`config.mk`:
```
export PLATFORM = sky130hd
export DESIGN_NAME = ring_bank_port
export DESIGN_NICKNAME = d
export VERILOG_FILES = /design/src/rtl/rnb_pkg.sv /design/src/rtl/rnb_req_decode.sv /design/src/rtl/rnb_rr_arbiter.sv /design/src/rtl/rnb_tag_fifo.sv /design/src/rtl/ring_bank_port.sv
export SDC_FILE = /design/constraint.sdc
export NUM_CORES = 1
export LEC_CHECK = 0
export BUFFER_PORTS_ARGS = -buffer_cell sky130_fd_sc_hd__buf_4
export CAP_MARGIN = 20
export CORE_AREA = 4 4 202 204
export CTS_CLUSTER_SIZE = 14
export DETAILED_ROUTE_END_ITERATION = 16
export DIE_AREA = 0 0 206 208
export GPL_TIMING_DRIVEN = 0
export HOLD_SLACK_MARGIN = 0.03
export SYNTH_ARGS = -nofsm -noshare
export SYNTH_HDL_FRONTEND = slang
export SYNTH_SLANG_ARGS = --single-unit
```
`constraint.sdc`:
```
create_clock -name clk -period 7.7 [get_ports clk]
set_input_delay 1.155 -clock clk [delete_from_list [all_inputs] [get_ports clk]]
set_output_delay 1.155 -clock clk [all_outputs]
set_load 0.05 [all_outputs]
```
`src/rtl/rnb_pkg.sv`:
```
package rnb_pkg;
    localparam int NSRC = 3;

    typedef enum logic [1:0] {
        SRC_OWN   = 2'd0,
        SRC_LEFT  = 2'd1,
        SRC_RIGHT = 2'd2
    } src_e;

    localparam logic [1:0] TGT_OWN   = 2'b00;
    localparam logic [1:0] TGT_LEFT  = 2'b01;
    localparam logic [1:0] TGT_RIGHT = 2'b10;
    localparam logic [1:0] TGT_BAD   = 2'b11;
endpackage

```
`src/rtl/rnb_req_decode.sv`:
```
module rnb_req_decode
    import rnb_pkg::*;
#(
    parameter int DW = 32
) (
    input  logic          clk,
    input  logic          rst_n,
    input  logic          u_valid,
    input  logic [1:0]    u_tgt,
    input  logic          u_we,
    input  logic          own_ready,
    input  logic          nl_ready,
    input  logic          nr_ready,
    input  logic          own_rvalid,
    input  logic [DW-1:0] own_rdata,
    input  logic          nl_rvalid,
    input  logic [DW-1:0] nl_rdata,
    input  logic          nr_rvalid,
    input  logic [DW-1:0] nr_rdata,
    output logic          own_req,
    output logic          nl_valid,
    output logic          nr_valid,
    output logic          u_ready,
    output logic          u_err,
    output logic          u_rvalid,
    output logic [DW-1:0] u_rdata
);
    typedef struct packed {
        logic pend;
    } dec_s;

    dec_s dec_d, dec_q;
    logic open;
    logic fire;

    always_comb begin
        dec_d    = dec_q;
        open     = u_valid && !dec_q.pend;
        own_req  = open && (u_tgt == TGT_OWN);
        nl_valid = open && (u_tgt == TGT_LEFT);
        nr_valid = open && (u_tgt == TGT_RIGHT);
        u_err    = u_valid && (u_tgt == TGT_BAD);
        case (u_tgt)
            TGT_OWN:   u_ready = !dec_q.pend && own_ready;
            TGT_LEFT:  u_ready = !dec_q.pend && nl_ready;
            TGT_RIGHT: u_ready = !dec_q.pend && nr_ready;
            default:   u_ready = 1'b1;
        endcase
        fire     = u_valid && u_ready && (u_tgt != TGT_BAD);
        u_rvalid = own_rvalid || nl_rvalid || nr_rvalid;
        if (own_rvalid)     u_rdata = own_rdata;
        else if (nl_rvalid) u_rdata = nl_rdata;
        else                u_rdata = nr_rdata;
        if (u_rvalid)          dec_d.pend = 1'b0;
        if (fire && !u_we)     dec_d.pend = 1'b1;
    end

    always_ff @(posedge clk or negedge rst_n) begin
        if (!rst_n) dec_q <= '0;
        else        dec_q <= dec_d;
    end

    // the three return paths never deliver together
    assert_one_resp_R9: assert property (@(posedge clk) disable iff (!rst_n)
        $countones({own_rvalid, nl_rvalid, nr_rvalid}) <= 1);

    // a response only arrives while a read is in flight
    assert_resp_expected_R9: assert property (@(posedge clk) disable iff (!rst_n)
        !dec_q.pend |-> !(own_rvalid || nl_rvalid || nr_rvalid));
endmodule

```
`src/rtl/rnb_rr_arbiter.sv`:
```
module rnb_rr_arbiter
    import rnb_pkg::*;
(
    input  logic            clk,
    input  logic            rst_n,
    input  logic [NSRC-1:0] req,
    input  logic            en,
    input  logic            bank_ready,
    output logic            gvalid,
    output src_e            gsrc,
    output logic [NSRC-1:0] gnt
);
    typedef struct packed {
        src_e last;
        logic lock;
        src_e held;
    } arb_s;

    arb_s arb_d, arb_q;
    src_e pick;
    logic found;
    int   idx;

    always_comb begin
        arb_d = arb_q;
        pick  = arb_q.last;
        found = 1'b0;
        idx   = 0;
        for (int k = 1; k <= NSRC; k++) begin
            idx = (int'(arb_q.last) + k) % NSRC;
            if (!found && req[idx]) begin
                found = 1'b1;
                pick  = src_e'(idx[1:0]);
            end
        end
        if (arb_q.lock) begin
            gvalid = 1'b1;
            gsrc   = arb_q.held;
        end else begin
            gvalid = found && en;
            gsrc   = pick;
        end
        gnt = '0;
        if (gvalid) gnt[gsrc] = 1'b1;
        if (gvalid && bank_ready) begin
            arb_d.last = gsrc;
            arb_d.lock = 1'b0;
        end else if (gvalid) begin
            arb_d.lock = 1'b1;
            arb_d.held = gsrc;
        end
    end

    always_ff @(posedge clk or negedge rst_n) begin
        if (!rst_n) begin
            arb_q.last <= SRC_RIGHT;
            arb_q.lock <= 1'b0;
            arb_q.held <= SRC_OWN;
        end else begin
            arb_q <= arb_d;
        end
    end

    assert_grant_requested_R4: assert property (@(posedge clk) disable iff (!rst_n)
        gvalid |-> req[gsrc]);

    assert_grant_held_R6: assert property (@(posedge clk) disable iff (!rst_n)
        (gvalid && !bank_ready) |=> (gvalid && gsrc == $past(gsrc)));

    assert_rotate_R5: assert property (@(posedge clk) disable iff (!rst_n)
        ($past(rst_n) && $past(gvalid && bank_ready) && !arb_q.lock && en && req == '1)
        |-> gsrc != $past(gsrc));
endmodule

```
`src/rtl/rnb_tag_fifo.sv`:
```
module rnb_tag_fifo
    import rnb_pkg::*;
#(
    parameter int DEPTH = 4
) (
    input  logic clk,
    input  logic rst_n,
    input  logic push,
    input  src_e push_src,
    input  logic pop,
    output logic full,
    output src_e head
);
    localparam int PW = (DEPTH > 1) ? $clog2(DEPTH) : 1;
    localparam int CW = $clog2(DEPTH + 1);

    typedef struct packed {
        logic [DEPTH-1:0][1:0] slot;
        logic [PW-1:0]         wr;
        logic [PW-1:0]         rd;
        logic [CW-1:0]         cnt;
    } tq_s;

    tq_s tq_d, tq_q;

    always_comb begin
        tq_d = tq_q;
        full = (tq_q.cnt == CW'(DEPTH));
        head = src_e'(tq_q.slot[tq_q.rd]);
        if (push) begin
            tq_d.slot[tq_q.wr] = push_src;
            tq_d.wr = (tq_q.wr == PW'(DEPTH - 1)) ? '0 : tq_q.wr + 1'b1;
        end
        if (pop) begin
            tq_d.rd = (tq_q.rd == PW'(DEPTH - 1)) ? '0 : tq_q.rd + 1'b1;
        end
        tq_d.cnt = tq_q.cnt + CW'(push) - CW'(pop);
    end

    always_ff @(posedge clk or negedge rst_n) begin
        if (!rst_n) tq_q <= '0;
        else        tq_q <= tq_d;
    end

    assert_no_underflow_R7: assert property (@(posedge clk) disable iff (!rst_n)
        pop |-> tq_q.cnt != '0);

    assert_no_overflow_R10: assert property (@(posedge clk) disable iff (!rst_n)
        push |-> tq_q.cnt < CW'(DEPTH));
endmodule

```
`src/rtl/ring_bank_port.sv`:
```
module ring_bank_port
    import rnb_pkg::*;
#(
    parameter int NODES      = 64,
    parameter int NODE_ID    = 0,
    parameter int AW         = 18,
    parameter int DW         = 32,
    parameter int TAGQ_DEPTH = 4
) (
    input  logic                     clk,
    input  logic                     rst_n,
    output logic [$clog2(NODES)-1:0] left_id,
    output logic [$clog2(NODES)-1:0] right_id,
    input  logic                     u_valid,
    input  logic [1:0]               u_tgt,
    input  logic                     u_we,
    input  logic [AW-1:0]            u_addr,
    input  logic [DW-1:0]            u_wdata,
    output logic                     u_ready,
    output logic                     u_err,
    output logic                     u_rvalid,
    output logic [DW-1:0]            u_rdata,
    output logic                     nl_valid,
    output logic                     nl_we,
    output logic [AW-1:0]            nl_addr,
    output logic [DW-1:0]            nl_wdata,
    input  logic                     nl_ready,
    input  logic                     nl_rvalid,
    input  logic [DW-1:0]            nl_rdata,
    output logic                     nr_valid,
    output logic                     nr_we,
    output logic [AW-1:0]            nr_addr,
    output logic [DW-1:0]            nr_wdata,
    input  logic                     nr_ready,
    input  logic                     nr_rvalid,
    input  logic [DW-1:0]            nr_rdata,
    input  logic                     il_valid,
    input  logic                     il_we,
    input  logic [AW-1:0]            il_addr,
    input  logic [DW-1:0]            il_wdata,
    output logic                     il_ready,
    output logic                     il_rvalid,
    output logic [DW-1:0]            il_rdata,
    input  logic                     ir_valid,
    input  logic                     ir_we,
    input  logic [AW-1:0]            ir_addr,
    input  logic [DW-1:0]            ir_wdata,
    output logic                     ir_ready,
    output logic                     ir_rvalid,
    output logic [DW-1:0]            ir_rdata,
    output logic                     b_valid,
    output logic                     b_we,
    output logic [AW-1:0]            b_addr,
    output logic [DW-1:0]            b_wdata,
    input  logic                     b_ready,
    input  logic                     b_rvalid,
    input  logic [DW-1:0]            b_rdata
);
    localparam int IDW      = $clog2(NODES);
    localparam int LEFT_ID  = (NODE_ID + NODES - 1) % NODES;
    localparam int RIGHT_ID = (NODE_ID + 1) % NODES;

    logic            own_req;
    logic            own_ready;
    logic            own_rvalid;
    logic            gvalid;
    src_e            gsrc;
    logic [NSRC-1:0] gnt;
    logic            tq_full;
    src_e            tq_head;
    logic            tq_push;

    assign left_id  = IDW'(LEFT_ID);
    assign right_id = IDW'(RIGHT_ID);

    assign nl_we    = u_we;
    assign nl_addr  = u_addr;
    assign nl_wdata = u_wdata;
    assign nr_we    = u_we;
    assign nr_addr  = u_addr;
    assign nr_wdata = u_wdata;

    rnb_req_decode #(.DW(DW)) i_decode (
        .clk        (clk),
        .rst_n      (rst_n),
        .u_valid    (u_valid),
        .u_tgt      (u_tgt),
        .u_we       (u_we),
        .own_ready  (own_ready),
        .nl_ready   (nl_ready),
        .nr_ready   (nr_ready),
        .own_rvalid (own_rvalid),
        .own_rdata  (b_rdata),
        .nl_rvalid  (nl_rvalid),
        .nl_rdata   (nl_rdata),
        .nr_rvalid  (nr_rvalid),
        .nr_rdata   (nr_rdata),
        .own_req    (own_req),
        .nl_valid   (nl_valid),
        .nr_valid   (nr_valid),
        .u_ready    (u_ready),
        .u_err      (u_err),
        .u_rvalid   (u_rvalid),
        .u_rdata    (u_rdata)
    );

    rnb_rr_arbiter i_arb (
        .clk        (clk),
        .rst_n      (rst_n),
        .req        ({ir_valid, il_valid, own_req}),
        .en         (!tq_full),
        .bank_ready (b_ready),
        .gvalid     (gvalid),
        .gsrc       (gsrc),
        .gnt        (gnt)
    );

    rnb_tag_fifo #(.DEPTH(TAGQ_DEPTH)) i_tagq (
        .clk      (clk),
        .rst_n    (rst_n),
        .push     (tq_push),
        .push_src (gsrc),
        .pop      (b_rvalid),
        .full     (tq_full),
        .head     (tq_head)
    );

    always_comb begin
        b_valid = gvalid;
        case (gsrc)
            SRC_LEFT: begin
                b_we = il_we;  b_addr = il_addr;  b_wdata = il_wdata;
            end
            SRC_RIGHT: begin
                b_we = ir_we;  b_addr = ir_addr;  b_wdata = ir_wdata;
            end
            default: begin
                b_we = u_we;   b_addr = u_addr;   b_wdata = u_wdata;
            end
        endcase
        tq_push    = gvalid && b_ready && !b_we;
        own_ready  = gnt[SRC_OWN]   && b_ready;
        il_ready   = gnt[SRC_LEFT]  && b_ready;
        ir_ready   = gnt[SRC_RIGHT] && b_ready;
        own_rvalid = b_rvalid && (tq_head == SRC_OWN);
        il_rvalid  = b_rvalid && (tq_head == SRC_LEFT);
        ir_rvalid  = b_rvalid && (tq_head == SRC_RIGHT);
        il_rdata   = b_rdata;
        ir_rdata   = b_rdata;
    end

    assert_req_stable_R8: assert property (@(posedge clk) disable iff (!rst_n)
        (u_valid && !u_ready) |=> (u_valid && $stable(u_tgt) && $stable(u_addr)
                                   && $stable(u_we) && $stable(u_wdata)));

    assert_bad_target_R2: assert property (@(posedge clk) disable iff (!rst_n)
        (u_valid && u_tgt == TGT_BAD) |-> (!nl_valid && !nr_valid && !gnt[SRC_OWN]));

    assert_resp_routed_R7: assert property (@(posedge clk) disable iff (!rst_n)
        b_rvalid |-> $onehot({own_rvalid, il_rvalid, ir_rvalid}));
endmodule

```
==> flow_summary_export.csv <==
group,metric,value,unit
cts,numCtsBuffers,3,
sta,finalCriticalPeriod,6.02,ns
setup_path,crit_type,"in2out",
setup_path,critical_path_required,6.55,ns
floorplan,die_h,208,um
setup_path,critPathMaxStageDelay,0.50,ns
synth,yosys-top-cells-count,"178 x buf_4, 60 x nor2_1, 52 x a21oi_1, 52 x a22oi_1, 36 x nand2_1",
routing,drtIter0Drc,228,
layout,multi_input_area,0.00236,mm^2
setup_path,timing.critical_path.from,"u_tgt[0]",
synth,synthMuxAreaShare,0.132,
cts,insertion_delay,0.26,ns
grt,grt_pass1_wl,36.5,mm
floorplan,die_area,0.0428,mm^2
sta,final_hold_viol_count,0,
layout,antenna_cells,0,
hold_path,min-delay-start,"i_tagq.tq_q[0]$_DFF_PN0_",
floorplan,core_area,0.0393,mm^2
setup_path,r2r-start,"i_arb.arb_q[4]$_DFFE_PN1P_",
sta,slew_violations,0,
synth,synth_cell_type_count,50,
synth,synthesis.area,0.00440,mm^2
sta,max_slew.worst_pin.slew,0.793,ns
synth,synth_fa_ha_area_frac,0.0529,
synth,synth_area_leaders,"buf_4 30%, dfrtp_1 11%, a22oi_1 8.9%",
setup_path,crit_path_top_delay_cell,"o31ai_2",
setup_path,rr_worst_depth,19,
cts,cts_setup_buffers,0,
sta,setup_violations,0,
cts,clock_path_buffers,2,
placed_design,gp_congestion,0.912,
routing,first_pass_iters,4,
floorplan,rows,73,
sta,fin_crit_sh,0.782,
grt,antenna_found_initial,2,
routing,num_vias,6042,
setup_path,r2r_slack,2.77,ns
layout,fill_cells,4333,
run_status,status,"complete, no violations",
grt,grt_pass1_vias,6046,
synth,yosysMostFrequentCell,"buf_4",
layout,regArea,527,um^2
layout,nets,1411,
grt,grt_usage,0.111,
sta,fin_skew,0.00156,ns
setup_path,endpoint,"b_wdata[24]",
floorplan,fp.dieW,206,um
synth,synth-compound-area-share,0.219,
setup_path,crit_arrival,4.87,ns
synth,synthSimpleGateAreaFrac,0.119,
run,maxCapViolCount,0,
sta,fmax,166,MHz
synth,synthXorXnorAreaFrac,0.00399,
setup_path,cp.depth,15,
setup_path,crit_buf_inv,6,
cts,root_buffer,"clkbuf_16",
setup_path,worstSetupEndpointType,"primary output",
routing,ant_nets,0,
synth,ys_warn_count,0,
routing,drt-total-wl,26.8,mm
floorplan,initial_utilization,0.112,
setup_path,path_max_fanout,10,
cts,cts-resized-gates,0,
synth,ys_seq_area_frac,0.120,
synth,synth_edf_count,0,
cts,tritoncts,"built",
setup_path,start_kind,"primary input",
layout,syn_to_final_growth,106,%
synth,synth-seq-cells,21,
synth,async_reset_ff_frac,1.00,
cts,clkTransAtPathRegs,0.06,ns
routing,wl_per_cell,16.2,um
sta,setup-tns-final,0,ns
synth,ys.flop_type,"dfrtp_1",
cts,cts_htree_levels,1,
setup_path,cp_top_family,"buffers and inverters",
placed_design,hpwl,24.1,mm
setup_path,crit_chain,"buf_4, inv_1, ha_1, nand3b_4, o311ai_2, nor2_1, a2bb2oi_1, o31ai_2, inv_1, ha_1, clkbuf_1, clkbuf_1, nor2_1, a21oi_1, buf_4",
grt,overflow,0,
cts,cts_sinks,21,
synth,avgSynthCellArea,7.36,um^2
placed_design,io_buffers,519,
layout,drive_gt1_frac,0.651,
floorplan,io_pins,533,
sta,slew_headroom,0.471,
routing,avgViaCountPerCell,3.65,
synth,synth_top_family_by_area,"buffers and inverters",
cts,cts_hold_buf,0,
grt,grt_max_degree,22,
hold_path,min_path_type,"reg2reg",
synth,yosys.area.top_type,"buf_4",
sta,rsz0062_at_grt,"false",
setup_path,r2r-end,"i_tagq.tq_q[2]$_DFF_PN0_",
synth,syn_inst,597,
hold_path,min_path_cells,1,
routing,drc,0,
synth,synth.top_cell.area_share,0.304,
[state kept, by name, indices dropped and copies added, names as in the netlist]
| register | flops |
|---|---|
| i_decode.dec_q | 1 |
| i_arb.arb_q | 5 |
| i_tagq.tq_q | 15 |
[through the flow]
| step | worst slack, ns | util | instances | instance area [um^2] | hold slack [ns] |
|---|---|---|---|---|---|
| 3_5_place_dp | 1.50 | 0.229 | 1651 | 8990 | 0.495 |
| 6_report | 1.68 | 0.231 | 1655 | 9070 | 0.502 |
| 5_1_grt | 1.27 | 0.231 | 1655 | 9070 | 0.516 |
| 4_1_cts | 1.49 | 0.231 | 1655 | 9070 | 0.509 |
| 3_3_place_gp | 1.54 | 0.229 | 1651 | 8990 | 0.488 |
| 2_1_floorplan | 2.31 | - | 607 | 4430 | 0.475 |
[kinds of logic (layout without fill, tap and decap cells)]
group | Yosys count | in the layout
adder cells (fa/ha/maj) | 18 | 18
AND/OR/NAND/NOR | 119 | 119
AO/OA/AOI/OAI | 153 | 153
other | 2 | 12
flip-flops | 21 | 21
XOR/XNOR | 2 | 2
buffers and inverters | 231 | 754
multiplexers | 51 | 51
[layout make-up]
| type | instances | share of cell area |
|---|---|---|
| timing repair buffer | 519 | 0.430 |
| clock inverter | 1 | 0.000828 |
| sequential | 21 | 0.0581 |
| buffer | 213 | 0.163 |
| clock buffer | 3 | 0.00828 |
| multi-input combinational | 355 | 0.260 |
| tap | 525 | 0.0724 |
| inverter | 18 | 0.00745 |
[placed cells by master (no fill, tap or decap), types with 2 or more instances in the layout]
cell type  synthesis  routed
buf_1              2       2
nand2_1           36      36
and2_1             3       3
nand3b_1           2       2
mux4_2             2       2
dfrtp_1           20      20
mux2i_1           32      32
nor2_1            60      60
clkbuf_1          28      28
mux2_2            11      11
mux2_4             6       6
and3_1             7       7
buf_2              4       4
buf_4            178     697
a211oi_1           2       2
a2bb2oi_1          2       2
clkbuf_16          0       3
ha_1              17      17
o21ai_0           34      34
inv_1             17      17
conb_1             2      12
a22oi_1           52      52
a21oi_1           52      52
[worst min-delay path by stage]
stage | end
floorplan | i_tagq.tq_q[11]$_DFFE_PN0P_
global placement | i_tagq.tq_q[13]$_DFFE_PN0P_
global route | i_tagq.tq_q[0]$_DFF_PN0_
CTS | i_tagq.tq_q[0]$_DFF_PN0_
detailed placement | i_tagq.tq_q[0]$_DFF_PN0_
finish | i_tagq.tq_q[0]$_DFF_PN0_
[metal layers]
metal,track usage,vias to the layer above,routed length (um)
li1,-,2923,-
met1,0.118,2702,9360
met2,0.214,379,13900
met3,0.0207,38,2620
met4,0.0376,0,959
met5,0,-,0
Power is not shown: default switching activity piles up to over one toggle a cycle in this logic, so the estimate is an artifact.
